## config.mk

```make
export PLATFORM = sky130hd
export DESIGN_NAME = scr_write_port
export DESIGN_NICKNAME = d
export VERILOG_FILES = /design/src/rtl/scr_pkg.sv /design/src/rtl/scr_sync.sv /design/src/rtl/scr_edge.sv /design/src/rtl/scr_shifter.sv /design/src/rtl/scr_regfile.sv /design/src/rtl/scr_write_port.sv
export SDC_FILE = /design/constraint.sdc
export NUM_CORES = 1
export LEC_CHECK = 0
export ABC_AREA = 1
export BUFFER_PORTS_ARGS = -buffer_cell sky130_fd_sc_hd__buf_2
export CAP_MARGIN = 20
export CELL_PAD_IN_SITES_DETAIL_PLACEMENT = 2
export CELL_PAD_IN_SITES_GLOBAL_PLACEMENT = 2
export CORE_UTILIZATION = 33
export CTS_CLUSTER_SIZE = 20
export DETAILED_ROUTE_END_ITERATION = 7
export PLACE_DENSITY_LB_ADDON = 0.08
export SLEW_MARGIN = 10
export SYNTH_ARGS = -nofsm -noshare
export SYNTH_HDL_FRONTEND = slang
export SYNTH_SLANG_ARGS = --single-unit
```

## constraint.sdc

```tcl
create_clock -name clk -period 1.7 [get_ports clk]
set_input_delay 0.34 -clock clk [delete_from_list [all_inputs] [get_ports clk]]
set_output_delay 0.34 -clock clk [all_outputs]
set_load 0.01 [all_outputs]
```

## src/rtl/scr_pkg.sv

```systemverilog
// Shared constants and types for the serial control-word write port.
package scr_pkg;
    localparam int CW          = 5;   // bits carried in a control word
    localparam int FLAG_EDGE   = 4;   // edge on which the start flag arrives
    localparam int COMMIT_EDGE = 6;   // edge committing address and start flag
    localparam int STBY_EDGE   = 7;   // edge committing the standby flag
    localparam int CNT_W       = $clog2(STBY_EDGE + 1);

    typedef struct packed {
        logic [2:0] addr;
        logic       go;
        logic       pdn;
    } ctl_word_t;
endpackage

```

## src/rtl/scr_sync.sv

```systemverilog
// Multi-stage synchroniser for a bundle of asynchronous inputs.
// Assumes the inputs are levels that stay put for several clk cycles.
module scr_sync #(
    parameter int         W       = 3,
    parameter int         STAGES  = 2,
    parameter logic [W-1:0] RST_VAL = '0
) (
    input  logic         clk,
    input  logic         rst_n,
    input  logic [W-1:0] d,
    output logic [W-1:0] q
);
    logic [W-1:0] stg [STAGES];

    // Shift the inputs through the synchroniser chain.
    always_ff @(posedge clk) begin
        if (!rst_n) begin
            for (int i = 0; i < STAGES; i++) stg[i] <= RST_VAL;
        end else begin
            stg[0] <= d;
            for (int i = 1; i < STAGES; i++) stg[i] <= stg[i-1];
        end
    end

    assign q = stg[STAGES-1];
endmodule

```

## src/rtl/scr_edge.sv

```systemverilog
// Detects falling serial-clock edges and rising frame edges in the clk domain.
// Assumes synchronised inputs; both idle high after reset.
module scr_edge (
    input  logic clk,
    input  logic rst_n,
    input  logic sck_s,
    input  logic frm_s,
    output logic sck_fall,
    output logic frm_rise
);
    logic sck_q, frm_q;

    // Remember last cycle's levels for edge detection.
    always_ff @(posedge clk) begin
        if (!rst_n) begin
            sck_q <= 1'b1;
            frm_q <= 1'b1;
        end else begin
            sck_q <= sck_s;
            frm_q <= frm_s;
        end
    end

    assign sck_fall = sck_q & ~sck_s;
    assign frm_rise = ~frm_q & frm_s;


    fall_not_back_to_back_chk: assert property (@(posedge clk) disable iff (!rst_n)
        sck_fall |=> !sck_fall);
endmodule

```

## src/rtl/scr_shifter.sv

```systemverilog
// Counts falling edges inside a frame and captures the control word.
// Issues one-cycle events on the commit edge, the standby edge, and on an
// early frame end that carried a start flag of 1.
module scr_shifter
    import scr_pkg::*;
(
    input  logic             clk,
    input  logic             rst_n,
    input  logic             sck_fall,
    input  logic             frm_s,
    input  logic             frm_rise,
    input  logic             sdi_s,
    output ctl_word_t        word,
    output logic             ev_commit,
    output logic             ev_pdn,
    output logic             ev_early_go
);
    localparam logic [CNT_W-1:0] C_FLAG   = CNT_W'(FLAG_EDGE);
    localparam logic [CNT_W-1:0] C_COMMIT = CNT_W'(COMMIT_EDGE);
    localparam logic [CNT_W-1:0] C_STBY   = CNT_W'(STBY_EDGE);
    localparam logic [CNT_W-1:0] C_BITS   = CNT_W'(CW);

    logic [CNT_W-1:0] cnt;
    logic [CW-1:0]    bits;
    logic [2:0]       idx;

    // Bit position written by the current edge (MSB first).
    always_comb idx = 3'(CW - 1) - 3'(cnt);

    // Edge counting, bit capture and event generation.
    always_ff @(posedge clk) begin
        if (!rst_n) begin
            cnt         <= '0;
            bits        <= '0;
            ev_commit   <= 1'b0;
            ev_pdn      <= 1'b0;
            ev_early_go <= 1'b0;
        end else begin
            ev_commit   <= 1'b0;
            ev_pdn      <= 1'b0;
            ev_early_go <= 1'b0;
            if (frm_s) begin
                cnt <= '0;
                if (frm_rise && cnt >= C_FLAG && cnt < C_COMMIT && bits[1])
                    ev_early_go <= 1'b1;
            end else if (sck_fall && cnt < C_STBY) begin
                cnt <= cnt + 1'b1;
                if (cnt < C_BITS) bits[idx] <= sdi_s;
                if (cnt == C_COMMIT - 1'b1) ev_commit <= 1'b1;
                if (cnt == C_STBY - 1'b1)   ev_pdn    <= 1'b1;
            end
        end
    end

    assign word = ctl_word_t'(bits);


    cnt_saturates_chk: assert property (@(posedge clk) disable iff (!rst_n)
        (cnt == C_STBY && !frm_s) |=> (cnt == C_STBY));

    pdn_after_commit_chk: assert property (@(posedge clk) disable iff (!rst_n)
        ev_commit |-> !ev_pdn);
endmodule

```

## src/rtl/scr_regfile.sv

```systemverilog
// Holds the committed control register and drives the start and settle events.
// Assumes events from the shifter are single-cycle pulses.
module scr_regfile
    import scr_pkg::*;
(
    input  logic      clk,
    input  logic      rst_n,
    input  ctl_word_t word,
    input  logic      ev_commit,
    input  logic      ev_pdn,
    input  logic      ev_early_go,
    output logic [2:0] addr_q,
    output logic      go_q,
    output logic      pdn_q,
    output logic      go_pulse,
    output logic      settle_pulse
);
    // Commit fields on their edges and form the output pulses.
    always_ff @(posedge clk) begin
        if (!rst_n) begin
            addr_q       <= '0;
            go_q         <= 1'b0;
            pdn_q        <= 1'b0;
            go_pulse     <= 1'b0;
            settle_pulse <= 1'b0;
        end else begin
            go_pulse     <= 1'b0;
            settle_pulse <= 1'b0;
            if (ev_commit) begin
                addr_q       <= word.addr;
                go_q         <= word.go;
                go_pulse     <= word.go;
                settle_pulse <= 1'b1;
            end
            if (ev_pdn)      pdn_q    <= word.pdn;
            if (ev_early_go) go_pulse <= 1'b1;
        end
    end


    addr_hold_chk: assert property (@(posedge clk) disable iff (!rst_n)
        !ev_commit |=> $stable(addr_q) && $stable(go_q));

    pdn_hold_chk: assert property (@(posedge clk) disable iff (!rst_n)
        !ev_pdn |=> $stable(pdn_q));

    single_go_chk: assert property (@(posedge clk) disable iff (!rst_n)
        go_pulse |=> !go_pulse);
endmodule

```

## src/rtl/scr_write_port.sv

```systemverilog
// Top of the serial control-word write port: synchronises the serial pins,
// counts frame edges, and holds the decoded control register.
// Assumes sck runs at least several times slower than clk.
module scr_write_port
    import scr_pkg::*;
#(
    parameter int SYNC_STAGES = 2
) (
    input  logic       clk,
    input  logic       rst_n,
    input  logic       sck,
    input  logic       frm_n,
    input  logic       sdi,
    output logic [2:0] chan_addr,
    output logic       standby,
    output logic       hw_start_en,
    output logic       sw_start,
    output logic       settle_start
);
    logic [2:0] pins_s;
    logic       sck_fall, frm_rise;
    ctl_word_t  word;
    logic       ev_commit, ev_pdn, ev_early_go;
    logic       go_q;

    scr_sync #(.W(3), .STAGES(SYNC_STAGES), .RST_VAL(3'b110)) u_sync (
        .clk(clk), .rst_n(rst_n), .d({sck, frm_n, sdi}), .q(pins_s));

    scr_edge u_edge (
        .clk(clk), .rst_n(rst_n), .sck_s(pins_s[2]), .frm_s(pins_s[1]),
        .sck_fall(sck_fall), .frm_rise(frm_rise));

    scr_shifter u_shift (
        .clk(clk), .rst_n(rst_n), .sck_fall(sck_fall), .frm_s(pins_s[1]),
        .frm_rise(frm_rise), .sdi_s(pins_s[0]), .word(word),
        .ev_commit(ev_commit), .ev_pdn(ev_pdn), .ev_early_go(ev_early_go));

    scr_regfile u_reg (
        .clk(clk), .rst_n(rst_n), .word(word), .ev_commit(ev_commit),
        .ev_pdn(ev_pdn), .ev_early_go(ev_early_go), .addr_q(chan_addr),
        .go_q(go_q), .pdn_q(standby), .go_pulse(sw_start),
        .settle_pulse(settle_start));

    assign hw_start_en = ~go_q;


    hw_en_rises_on_commit_chk: assert property (@(posedge clk) disable iff (!rst_n)
        $rose(hw_start_en) |-> $past(ev_commit));

    settle_single_chk: assert property (@(posedge clk) disable iff (!rst_n)
        settle_start |=> !settle_start);
endmodule

```

==> flow_metrics.tcl, run 1 <==
set metrics [dict create \
    overflow 0 \
    reg2reg_from "u_shift.cnt[0]" \
    syn2layout_area_growth_pct 16.1 \
    grt_max_degree 16 \
    wl_met1_um 1240 \
    grt_pass1_wl_um 4430 \
    numPlacedInstances 192 \
    leakage_nw 0.550 \
    wl_met2_um 1420 \
    die_w_um 60.3 \
    core_area_um2 3130 \
    setup_viol 0 \
    layout_common_cells "dfxtp_1, nor2_1, nand2_1" \
    ys_seq_elements 26 \
    clk_pin_slew_ps 150 \
    hold_viol 0 \
    final_common_cell "dfxtp_1" \
    cts_setup_buffers 0 \
    initial_utilization_pct 35.8 \
    n_fill_cell 375 \
    path_cells "inv_1, ha_2, ha_4, inv_1, nand2_1, inv_2, nand3_1, nor2_1, nor2_1, nor2_2" \
    crit_type "flip-flop to flip-flop" \
    drc 0 \
    drt-pass1-iter-count 4 \
    fin_util_pct 41.6 \
    multi_input_area_um2 518 \
    critPathMaxStageDelay_ps 350 \
    drt-initial-drc-count 27 \
    vias 945 \
    seq_area_frac_synth_pct 46.4 \
    syn-num-nets 146 \
    final_cells 196 \
    wl_um 2740 \
    crit_path_start_kind "flip-flop" \
    regArea_um2 523 \
    die-area_um2 3630 \
    cap_violations 0 \
    cts.sinks 26 \
    drive_gt1_share_pct 31.6 \
    cts_tree "done" \
    rsz0062_at_grt "no" \
    htree_num_levels 1 \
    period_needed_ps 1540 \
    fin_tns_setup_ps 0 \
    syn-instance-count 136 \
    startpoint "u_shift.cnt[0]" \
    clockBufferDepth 2 \
    relSlewSlack_pct 82.4 \
    grtUsageTotal_pct 17.0 \
    clock_latency_ps 330 \
    synth_area_um2 1120 \
    whs_ps 180 \
    route.met3.wl_um 70 \
    dpl.hpwl_um 2170 \
    finish.instance_area_um2 1300 \
    diodes 0 \
    yosys_warnings 0 \
    via_per_inst 4.82 \
    cp.arrival_ps 1820 \
    required_ps 1980 \
    root_buffer "clkbuf_4" \
    holdCritStartpoint "sck" \
    highest_layer "met4" \
    grt_pass1_vias 965 \
    skew_ps 5.66 \
    crit_slowest_cell "dfxtp_2" \
    post_synth_num_cell_types 22 \
    peakVddDrop_v 0.000284 \
    crit_path_end_kind "flip-flop" \
    ant_nets 0 \
    finalWeightedCongestion 0.774 \
    num_rows 20 \
    status "finished, final reports clean" \
    hold_path.class "input port to flip-flop" \
    io_pins 12 \
    power.density_nw_per_um2 850 \
    nets 163 \
    fmax_mhz 649 \
    finalCritPeriodShare_pct 90.7 \
    antenna_found_initial 0 \
    portBuffers 11 \
    die_h_um 60.3 \
    report.final.slew_viol_count 0 \
    crit_fanout 4 \
    tightest_slew_ps 264 \
    syn_area_per_cell_um2 8.24 \
    routedWlPerCell_um 14.0 \
    placed_area_um2 1230 \
    cts_buffers 3 \
]
==> state kept, by name, indices dropped and copies added (netlist names), 3 cells and up <==
signal / flops
u_shift.word: 5
u_sync.stg: 6
u_reg.addr_q: 3
u_shift.cnt: 3
==> cells in the mapped netlist (all sizes together) <==
library cell   n  share of area, %
inv           20               6.7
ha             5               5.6
nand3b         1              0.67
nor4           1               1.1
nand2         20               7.4
dfxtp         26                46
nor3           3               2.3
nor2          31                14
a21oi          6               2.7
nand3          5               3.1
or2            5               2.8
o21ai          7               3.5
buf            2               2.0
nand4          4               2.2
==> routing by layer <==
layer | vias to the layer above | GRT usage (%)
met5 | - | 0
met4 | 0 | 5.98
met3 | 2 | 2.60
met2 | 15 | 30.9
met1 | 472 | 19.8
li1 | 456 | -
==> cell type report <==
cell class                 instances  share of cell area, %
clock buffer                       3                   1.73
clock inverter                     1                   2.31
inverter                          20                   5.77
multi-input combinational         88                   39.8
sequential                        26                   40.2
tap                               44                   4.23
timing repair buffer              14                   5.96
==> worst max-delay path, delay by kind of cell (launching register included) <==
kind | cells | cell delay [ps]
flops | 1 | 350
buf+inv | 3 | 250
fa+ha+maj | 2 | 430
simple gates | 5 | 460
==> kinds of logic (layout without fill, tap and decap cells) <==
| group | count (synthesis) | in the layout | share of synthesized area (%) |
|---|---|---|---|
| buf+inv | 22 | 38 | 8.71 |
| compound gates | 13 | 13 | 6.14 |
| fa+ha+maj | 5 | 5 | 5.58 |
| simple gates | 70 | 70 | 33.1 |
| flops | 26 | 26 | 46.4 |
==> worst paths after layout <==
| path | slack [ps] | cells past startpoint | end |
|---|---|---|---|
| worst min-delay path | 180 | 2 | u_sync.stg[0][2] |
| worst max-delay path | 160 | 10 | u_shift.word[3] |
| worst max register to register | 160 | 10 | u_shift.word[3] |
| worst min register to register | 430 | 2 | u_sync.stg[0][3] |
==> repair_timing <==
action	4_1_cts	5_1_grt
setup endpoints to repair	0	2
endpoints found under the hold margin	0	0
hold buffers	0	0
gates resized for setup	0	5
==> where the power goes <==
| group | internal (mW) | switching, mW |
|---|---|---|
| combinational | 0.0166 | 0.0318 |
| clock | 0.239 | 0.196 |
| sequential | 0.618 | 0.00440 |
==> through the flow <==
| stage | power (mW) | setup WS [ps] |
|---|---|---|
| 2_1_floorplan | 0.669 | 102 |
| 3_3_place_gp | 0.681 | 185 |
| 3_5_place_dp | 0.684 | 47.6 |
| 4_1_cts | 1.12 | 5.76 |
| 5_1_grt | 1.14 | 23.3 |
| 6_report | 1.11 | 158 |
(Power assumes the default switching activity.)
==> inputs of run 2 (changes only) <==
Settings changed: RECOVER_POWER from default to 50.
==> run 2 against run 1 <==
Net effect:
- sequential power about the same
- critical path depth did not move
- utilization fell by 0.40 points
- total power is 0.20% lower
- clock power about the same
- hold slack about the same
- clock skew barely moved
- combinational power down 3%
==> flow_metrics.tcl, run 2 (synthesized netlist as in run 1, its figures left out) <==
set metrics [dict create \
    status "finished, final reports clean" \
    cts_buffers 3 \
    period_needed_ps 1540 \
    post_cts_resized 0 \
    path_cells "inv_1, ha_2, ha_4, inv_1, nand2_1, inv_2, nand3_1, nor2_1, nor2_1, nor2_2" \
    grtUsageTotal_pct 17.0 \
    cts_tree "done" \
    initial_utilization_pct 35.8 \
    crit_type "flip-flop to flip-flop" \
    fin_tns_setup_ps 0 \
    required_ps 1980 \
    largest_reg_flops 6 \
    drive_gt1_share_pct 29.6 \
    diodes 0 \
    clockBufferDepth 2 \
    hold_viol 0 \
    die-area_um2 3630 \
    crit_path_start_kind "flip-flop" \
    clock_latency_ps 330 \
    finalWeightedCongestion 0.774 \
    cts.sinks 26 \
    crit_slowest_cell "dfxtp_2" \
    nets 163 \
    drt-pass1-iter-count 4 \
    dpl.hpwl_um 2170 \
    critPathMaxStageDelay_ps 350 \
    cap_violations 0 \
    grt_max_degree 16 \
    crit_path_end_kind "flip-flop" \
    drc 0 \
    routedWlPerCell_um 14.0 \
    holdCritStartpoint "sck" \
    r2r_slack_ps 160 \
    skew_ps 5.65 \
    report.final.slew_viol_count 0 \
    p_total_mw 1.10 \
    die_h_um 60.3 \
    hold_path.class "input port to flip-flop" \
    num_rows 20 \
    wl_um 2750 \
    reg2reg_from "u_shift.cnt[0]" \
    cts_setup_buffers 0 \
    finalCritPeriodShare_pct 90.8 \
    regMostFlops "u_sync.stg" \
    grt_pass1_wl_um 4430 \
    drt-initial-drc-count 27 \
    antenna_found_initial 0 \
    tightest_slew_ps 612 \
    syn2layout_area_growth_pct 15.0 \
    cp.arrival_ps 1820 \
    postCtsHoldBufs 0 \
    die_w_um 60.3 \
    cp_num_buf_inv 3 \
    grt_pass1_vias 965 \
    setup_viol 0 \
    clk_pin_slew_ps 150 \
    peakVddDrop_v 0.000284 \
    io_pins 12 \
    power.density_nw_per_um2 856 \
    overflow 0 \
    final_common_cell "dfxtp_1" \
    htree_num_levels 1 \
    via_per_inst 4.82 \
    root_buffer "clkbuf_4" \
    core_area_um2 3130 \
    relSlewSlack_pct 58.9 \
    portBuffers 11 \
    layout_common_cells "dfxtp_1, nor2_1, nand2_1" \
    crit_fanout 4 \
    startpoint "u_shift.cnt[0]" \
    leakage_nw 0.547 \
    fmax_mhz 648 \
    crit_family "simple AND/OR/NAND/NOR gates" \
    vias 945 \
    ant_nets 0 \
    rsz0062_at_grt "no" \
]
[run 2: changes by cell type in the layout (fill, tap and decap cells not counted), sizes merged]
| cell | before | now |
|---|---|---|
| clkbuf | 3 | 4 |
| buf | 14 | 13 |
[run 2: final timing paths]
path	cells after the start	endpoint
setup / recovery	10	u_shift.word[3]
hold / removal	2	u_sync.stg[0][2]
setup reg to reg	10	u_shift.word[3]
hold reg to reg	2	u_sync.stg[0][3]
[run 2: worst reg2reg max path: stages, from the launching register on]
cell and delay, ps:
dfxtp_2 350, inv_1 120, ha_2 220, ha_4 210, inv_1 50, nand2_1 80
inv_2 80, nand3_1 100, nor2_1 140, nor2_1 60, nor2_2 80
[run 2: power breakdown]
part	switching (mW)	internal, mW
sequential	0.00392	0.618
combinational	0.0313	0.0155
clock	0.196	0.239
total	0.231	0.872
[run 2: area by class of cell]
class	instances	area (um2)
Sequential cell	26	523
Timing Repair Buffer	14	76.3
Clock buffer	3	22.5
Clock inverter	1	30.0
Multi-Input combinational cell	88	507
Fill cell	377	1840
Inverter	20	75.1
Tap cell	44	55.1
[run 2: routing by layer]
| layer | track usage, % | routed length, um | vias up |
|---|---|---|---|
| li1 | - | - | 456 |
| met5 | 0 | 0 | - |
| met1 | 19.8 | 1250 | 472 |
| met4 | 5.98 | 19 | 0 |
| met3 | 2.60 | 67 | 2 |
| met2 | 30.9 | 1420 | 15 |
[run 2: metrics by stage]
stage	setup slack, ps	cell area [um2]	cells	utilization, %	hold WS (ps)
2_1_floorplan	102	1120	136	-	390
3_3_place_gp	185	1230	192	39.4	396
3_5_place_dp	47.6	1230	192	39.4	405
4_1_cts	5.76	1280	196	41.0	175
5_1_grt	22.5	1290	196	41.2	167
6_report	157	1290	196	41.2	180
